==> config.mk <==
export PLATFORM = sky130hd
export DESIGN_NAME = sm_field_compare
export DESIGN_NICKNAME = d
export VERILOG_FILES = /design/src/rtl/sm_field_compare.sv
export SDC_FILE = /design/constraint.sdc
export NUM_CORES = 1
export LEC_CHECK = 0
export ABC_AREA = 1
export BUFFER_PORTS_ARGS = -buffer_cell sky130_fd_sc_hd__buf_4
export CAP_MARGIN = 15
export CELL_PAD_IN_SITES_DETAIL_PLACEMENT = 0
export CELL_PAD_IN_SITES_GLOBAL_PLACEMENT = 1
export CORE_ASPECT_RATIO = 0.9
export CORE_UTILIZATION = 30
export CTS_BUF_LIST = sky130_fd_sc_hd__clkbuf_2
export CTS_CLUSTER_DIAMETER = 50
export DETAILED_ROUTE_END_ITERATION = 12
export PLACE_DENSITY_LB_ADDON = 0.3
export SLEW_MARGIN = 20
export SYNTH_ARGS = -nofsm -noshare
export SYNTH_HDL_FRONTEND = slang
export SYNTH_SLANG_ARGS = --single-unit
==> constraint.sdc <==
create_clock -name clk -period 2.9 [get_ports clk]
set_clock_uncertainty 0.2 [all_clocks]
set_input_delay 0.29 -clock clk [delete_from_list [all_inputs] [get_ports clk]]
set_output_delay 0.29 -clock clk [all_outputs]
set_load 0.005 [all_outputs]
==> src/rtl/sm_field_compare.sv <==
module sm_field_compare #(
  parameter int BYTE_W = 6,
  parameter int NBYTES = 5
) (
  input  logic                         clk,
  input  logic                         rst_n,
  input  logic                         en,
  input  logic                         idx_mode,
  input  logic [5:0]                   fspec,
  input  logic [BYTE_W*NBYTES:0]       reg_word,
  input  logic [BYTE_W*NBYTES:0]       mem_word,
  output logic [1:0]                   ind
);
  localparam int MAG_W = BYTE_W * NBYTES;
  localparam logic [1:0] C_EQ = 2'b00;
  localparam logic [1:0] C_LT = 2'b01;
  localparam logic [1:0] C_GT = 2'b10;

  logic [2:0] fl_l, fl_r;
  logic [MAG_W-1:0] mag_r, mag_m;
  logic fld_ok, sgn_on, neg_r, neg_m;
  logic [1:0] res;

  assign fl_l = fspec[5:3];
  assign fl_r = fspec[2:0];
  assign fld_ok = (fl_l <= fl_r) && (fl_r <= 3'(NBYTES));
  assign sgn_on = fld_ok && (fl_l == 3'd0);

  for (genvar k = 1; k <= NBYTES; k++) begin : g_byte
    localparam logic [2:0] POS = 3'(k);
    localparam int LSB = (NBYTES - k) * BYTE_W;
    logic in_fld, reg_keep;
    assign in_fld   = fld_ok && (POS >= fl_l) && (POS <= fl_r);
    assign reg_keep = in_fld && !(idx_mode && (k <= NBYTES - 2));
    assign mag_r[LSB +: BYTE_W] = reg_keep ? reg_word[LSB +: BYTE_W] : '0;
    assign mag_m[LSB +: BYTE_W] = in_fld   ? mem_word[LSB +: BYTE_W] : '0;
  end

  assign neg_r = sgn_on && reg_word[MAG_W] && (|mag_r);
  assign neg_m = sgn_on && mem_word[MAG_W] && (|mag_m);

  always_comb begin
    if (neg_r != neg_m)        res = neg_r ? C_LT : C_GT;
    else if (mag_r == mag_m)   res = C_EQ;
    else if (mag_r > mag_m)    res = neg_r ? C_LT : C_GT;
    else                       res = neg_r ? C_GT : C_LT;
  end

  always_ff @(posedge clk) begin
    if (!rst_n)  ind <= C_EQ;
    else if (en) ind <= res;
  end
endmodule


==> results of run 1 <==
metal layers:
layer,routed length [microns],up-vias,part of all wire,global-route usage
met5,0,-,0,0
met4,0,0,0,0.0115
met3,183,0,0.036,0.0121
met2,2530,38,0.49,0.307
met1,2400,975,0.47,0.199
li1,-,1218,-,-
kinds of logic (layout without fill, tap and decap cells):
logic type               after synthesis  after routing  share of synthesized area
buffers and inverters                 67            175                      0.149
adder cells (fa/ha/maj)               33             33                      0.232
AND/OR/NAND/NOR                      160            160                      0.436
AO/OA/AOI/OAI                         46             46                      0.161
flip-flops                             2              2                     0.0225
worst max-delay path: stages:
cell	delay, ns
buf_4	0.11
inv_1	0.10
ha_4	0.22
nand3_1	0.09
nand2_2	0.07
nand2_4	0.14
nand2_4	0.09
nor2_4	0.21
inv_4	0.10
nor2_4	0.14
ha_4	0.15
nand2_2	0.07
nor2_4	0.12
buf_4	0.11
nand3_2	0.08
nor4_4	0.26
buf_4	0.17
inv_1	0.03
nand2_1	0.07
nor2_2	0.04
nor2_1	0.10
nor2_1	0.05
synthesized netlist by cell type, drive strengths merged:
master  instances  area share
a21o            1      0.0042
o211ai          3       0.013
nand2          72        0.17
nand4          12       0.062
inv            65        0.14
o41ai           9       0.044
nor4            1      0.0035
or2             1      0.0035
dfxtp           2       0.022
nor3            1      0.0028
nor2           58        0.14
ha             33        0.23
nand3          15       0.052
a21boi          1      0.0042
buf             2       0.011
a21oi          19       0.060
o21ai          13       0.036
power by group:
part	internal, mW	switching (mW)
Clock	0.0275	0.0160
Combinational	0.240	0.252
Sequential	0.0317	0.00179
Total	0.299	0.269
placed cells by master (no fill, tap or decap), types with 8 or more instances in the layout:
cell       n
nand2_1   56
buf_4    100
inv_1     53
a21oi_1   13
inv_2      8
nand3_1    9
nand2_2   13
nor2_1    39
nand4_1    9
o21ai_0   10
nor2_2    12
o41ai_1    9
ha_1      27
what timing repair did:
action | 4_1_cts | 5_1_grt
endpoints found under the setup margin | 2 | 2
resized for setup | 7 | 47
pin swaps | 4 | 32
setup buffers | 4 | 6
cloned | 0 | 0
worst min path at each step:
stage / endpoint
after detailed placement: ind[1]$_SDFFE_PN0P_
after global placement: ind[1]$_SDFFE_PN0P_
after global routing: ind[0]$_SDFFE_PN0P_
after floorplan: ind[1]$_SDFFE_PN0P_
after CTS: ind[1]$_SDFFE_PN0P_
final: ind[1]$_SDFFE_PN0P_
metrics by stage:
stage / worst slack, ns / std cells / instance area (sq um)
final: -0.0457 / 486 / 2930
after global placement: -0.281 / 473 / 2610
after CTS: 0.0198 / 480 / 2690
after floorplan: 0.0260 / 308 / 1790
after global routing: -0.202 / 486 / 2930
after detailed placement: -0.299 / 473 / 2610
layout make-up:
class,instances,area share
repair buffers,107,0.291
inverters,65,0.0868
well taps,70,0.0299
multi-input cells,239,0.574
clock buffers,3,0.00513
flip-flops and latches,2,0.0137
==> flow_metrics.py, run 1 <==
metrics = {
    "die": {
        "dieHeight_microns": 75.1,
        "die_w_microns": 83.3,
        "initial_core_util": 0.313,
        "ioPinCount": 74,
        "rows": 26,
        "die_area_sq_um": 6260,
        "core_sq_um": 5690,
    },
    "yosys": {
        "synth_area_sq_um": 1780,
        "synthesis.nets": 413,
        "seq_area_frac_synth": 0.0225,
        "synth_cells": 308,
        "ys_warn_count": 0,
        "yosysUniqueCellTypes": 30,
        "ys_seq_elements": 2,
        "syn_area_per_cell_sq_um": 5.79,
    },
    "setup_path": {
        "critical_path_class": "primary input to register",
        "arrival_ns": 2.83,
        "r2r_slack_ns": 2.05,
        "r2r-end": "ind[0]$_SDFFE_PN0P_",
        "required_ns": 2.78,
        "critPathMaxFanout": 7,
        "start_kind": "primary input",
        "crit_path_start": "fspec[1]",
        "r2r_cells": 2,
        "cp-end-kind": "register",
        "reg2reg_from": "ind[0]$_SDFFE_PN0P_",
        "crit_path_end": "ind[1]$_SDFFE_PN0P_",
    },
    "power": {
        "p_per_area_nw_per_um2": 194,
        "p_leak_nw": 1.62,
        "finalPower_mw": 0.568,
        "vdd_drop_max_uv": 101,
    },
    "final_layout": {
        "n_antenna_cell": 0,
        "multi_input_area_sq_um": 1680,
        "top_register": "ind",
        "regArea_sq_um": 40.0,
        "synthToLayoutAreaGrowth_pct": 64.1,
        "drive_above_1_share": 0.435,
        "largest_register_ffs": 2,
        "top_regs": "ind x2",
        "fillers": 607,
        "nNetsFinal": 523,
        "fin_util": 0.514,
    },
    "clocking": {
        "worst_skew_pair.late_latency_ns": 0.19,
        "numCtsBuffers": 3,
        "path_clk_slew_ns": 0.03,
        "cts_max_level": 1,
        "clock_path_buffers": 2,
        "cts_tree": "built",
        "cts-root-buf": "clkbuf_2",
        "clock-sinks": 2,
        "cts_hold_buffers": 0,
    },
    "global_routing": {
        "grt_first_pass_wirelength_microns": 8310,
        "grt_pass1_vias": 2062,
        "antenna_found_initial": 0,
        "track_usage": 0.157,
        "grt_start_max_net_pins": 9,
        "grt_overflow": 0,
    },
    "run_status": {
        "status": "finished with violations",
        "violations": "setup timing",
    },
    "flow_run": {
        "maxCapViolations": 0,
    },
    "route": {
        "dr.pass1.iters": 4,
        "wl_microns": 5120,
        "num_vias": 2231,
        "drcViolationCount": 0,
        "vias_per_cell": 4.59,
        "drtAntennaViolNets": 0,
        "wl_per_cell_microns": 10.5,
        "drt_iter0_drc": 37,
    },
    "sta": {
        "finalSetupTns_ns": -0.0457,
        "slew-limit-headroom": 0.692,
        "layout_setup_ws_ns": -0.0457,
        "rsz0062_at_grt": "true",
        "tightest_slew_ns": 0.456,
        "finalCritPeriodShare": 1.02,
        "min_period_ns": 2.95,
        "fin_hold_ws_ns": 0.167,
        "finalSetupViolCount": 1,
        "slew_violations": 0,
        "hold_viol": 0,
        "fmax_ghz": 0.339,
    },
    "worst_hold_path": {
        "worstHoldStart": "rst_n",
        "hold_class": "primary input to register",
        "whs_path_depth": 3,
    },
    "placed_design": {
        "gp_congestion": 0.762,
        "hpwl_microns": 4390,
        "port_buffers": 73,
    },
}
Note: power is estimated with default switching activity, not from simulation.
==> run 2: changes to the inputs <==
clock period = 3.8 ns   (was 2.9 ns; I/O delays follow)
==> run 2 against run 1 <==
Effect of this change: the flow now finishes without violations; global-route usage decreased by 0.075 points; register-to-register slack improved by 0.87 ns; cell count decreased by 7.0%; flip-flop and latch count unchanged; clock-buffer cell count unchanged; wire length decreased by 2.3%; critical path depth unchanged.
==> flow_metrics.py, run 2 (synthesis results as in run 1) <==
metrics = {
    "final_layout": {
        "nNetsFinal": 489,
        "fin_util": 0.424,
        "drive_above_1_share": 0.280,
        "top_register": "ind",
        "final_cell_mix": "73 x buf_4, 64 x nand2_1, 57 x inv_1",
        "synthToLayoutAreaGrowth_pct": 35.4,
        "top_regs": "ind x2",
        "layout_commonest_cell": "buf_4",
        "largest_register_ffs": 2,
        "n_antenna_cell": 0,
    },
    "route": {
        "met1_length_microns": 2450,
        "drt_iter0_drc": 52,
        "top_layer_used": "met4",
        "dr.pass1.iters": 4,
        "wl_microns": 5000,
        "drcViolationCount": 0,
        "dr_wl_met3_microns": 251,
        "drtAntennaViolNets": 0,
        "wl_per_cell_microns": 11.1,
        "vias_per_cell": 4.72,
        "num_vias": 2135,
        "route.met2.wl_microns": 2270,
    },
    "die": {
        "initial_core_util": 0.313,
        "ioPinCount": 74,
        "rows": 26,
        "die_area_sq_um": 6260,
        "core_sq_um": 5690,
        "dieHeight_microns": 75.1,
        "die_w_microns": 83.3,
    },
    "clocking": {
        "clock-sinks": 2,
        "post-cts-setup-buffer-count": 0,
        "clock_path_buffers": 2,
        "worst_skew_pair.late_latency_ns": 0.19,
        "cts-root-buf": "clkbuf_2",
        "cts_hold_buffers": 0,
        "cts_max_level": 1,
        "path_clk_slew_ns": 0.03,
        "numCtsBuffers": 3,
        "cts_tree": "built",
        "cts_resized": 0,
    },
    "flow_run": {
        "maxCapViolations": 0,
    },
    "power": {
        "pwr-share-seq": 0.075,
        "intPower_mw": 0.169,
        "pwr-share-comb": 0.826,
        "power.share.clock": 0.099,
        "p_sw_frac": 0.504,
        "vdd_drop_max_uv": 75.4,
        "p_leak_nw": 1.41,
        "p_per_area_nw_per_um2": 141,
        "power.switching_mw": 0.172,
    },
    "setup_path": {
        "r2r-end": "ind[0]$_SDFFE_PN0P_",
        "r2r_cells": 2,
        "critPathMaxStageDelay_ns": 0.51,
        "start_kind": "primary input",
        "r2r_slack_ns": 2.92,
        "crit_path_cell_trace": "buf_4, inv_2, ha_1, a21oi_2, nand2_2, nand2_4, nand2_2, nor2_4, inv_1, nor2_1, ha_1, nand2_1, inv_1, nand3_1, nor4_1, a21oi_1, inv_1, nand2_1, nand2_1, nor2_1, nor2_1, nor2_1",
        "critPathMaxFanout": 13,
        "crit_top_cell": "nor2_1",
        "arrival_ns": 3.21,
        "cp-end-kind": "register",
        "cp_slowest_cell": "nor4_1",
        "critical_path_class": "primary input to register",
        "reg2reg_from": "ind[0]$_SDFFE_PN0P_",
        "required_ns": 3.68,
    },
    "sta": {
        "hold_viol": 0,
        "rsz0062_at_grt": "false",
        "fmax_ghz": 0.301,
        "finalSetupTns_ns": 0,
        "slew-limit-headroom": 0.653,
        "finalCritPeriodShare": 0.875,
        "slew_violations": 0,
        "tightest_slew_ns": 0.516,
        "finalSetupViolCount": 0,
        "min_period_ns": 3.32,
    },
    "global_routing": {
        "antenna_found_initial": 0,
        "grt_overflow": 0,
        "grt_start_max_net_pins": 14,
        "grt_pass1_vias": 1906,
        "grt_first_pass_wirelength_microns": 8140,
        "track_usage": 0.156,
    },
    "placed_design": {
        "hpwl_microns": 4540,
        "port_buffers": 73,
        "gp_congestion": 0.788,
    },
    "worst_hold_path": {
        "holdPathEnd": "ind[1]$_SDFFE_PN0P_",
        "hold_class": "primary input to register",
        "worstHoldStart": "rst_n",
        "whs_path_depth": 3,
    },
    "run_status": {
        "status": "finished, final reports clean",
    },
}
[run 2: cell types whose count changed in the layout (fill, tap and decap cells not counted), sizes merged]
cell,previous run,this run
buf,107,73
[run 2: area by class of cell]
class                      instances  area [sq um]
tap                               70          87.6
fill                             647          3280
timing repair buffer              73           548
inverter                          65           246
sequential                         2          40.0
multi-input combinational        239          1480
clock buffer                       3          15.0
[run 2: layer usage]
| metal | vias up | GRT usage |
|---|---|---|
| met4 | 0 | 0.0172 |
| met1 | 931 | 0.213 |
| met3 | 2 | 0.0186 |
| li1 | 1156 | - |
| met5 | - | 0 |
| met2 | 46 | 0.276 |
[run 2: how the worst max path moves through the flow]
stage / endpoint / startpoint / slack [ns]
floorplan: ind[1]$_SDFFE_PN0P_ / fspec[2] / 0.77
global placement: ind[1]$_SDFFE_PN0P_ / fspec[2] / 0.27
detailed placement: ind[1]$_SDFFE_PN0P_ / fspec[2] / 0.27
CTS: ind[1]$_SDFFE_PN0P_ / fspec[2] / 0.49
global route: ind[1]$_SDFFE_PN0P_ / fspec[2] / 0.19
finish: ind[1]$_SDFFE_PN0P_ / fspec[2] / 0.48
[run 2: power groups by stage]
stage / logic [mW] / registers [mW] / clock network, mW
2_1_floorplan: 0.175 / 0.0260 / 0
3_3_place_gp: 0.282 / 0.0258 / 0
3_5_place_dp: 0.282 / 0.0257 / 0
4_1_cts: 0.283 / 0.0254 / 0.0367
5_1_grt: 0.321 / 0.0256 / 0.0390
6_report: 0.281 / 0.0254 / 0.0338
[run 2: metrics by stage]
stage               total power [mW]  cell area, sq um  cells  hold WS (ns)  setup WS (ns)
floorplan                      0.201              1780    308         0.303          0.766
global placement               0.307              2400    449         0.317          0.275
detailed placement             0.308              2400    449         0.316          0.273
CTS                            0.346              2410    452         0.242          0.492
global route                   0.386              2410    452         0.270          0.190
finish                         0.341              2410    452         0.258          0.476
[run 2: critical path, delay by kind of cell]
family                     cells  cell delay, ns
buffers and inverters          5            0.45
and+or+nand+nor               13            1.64
adders and majority gates      2            0.47
AOI/OAI and AO/OA              2            0.27
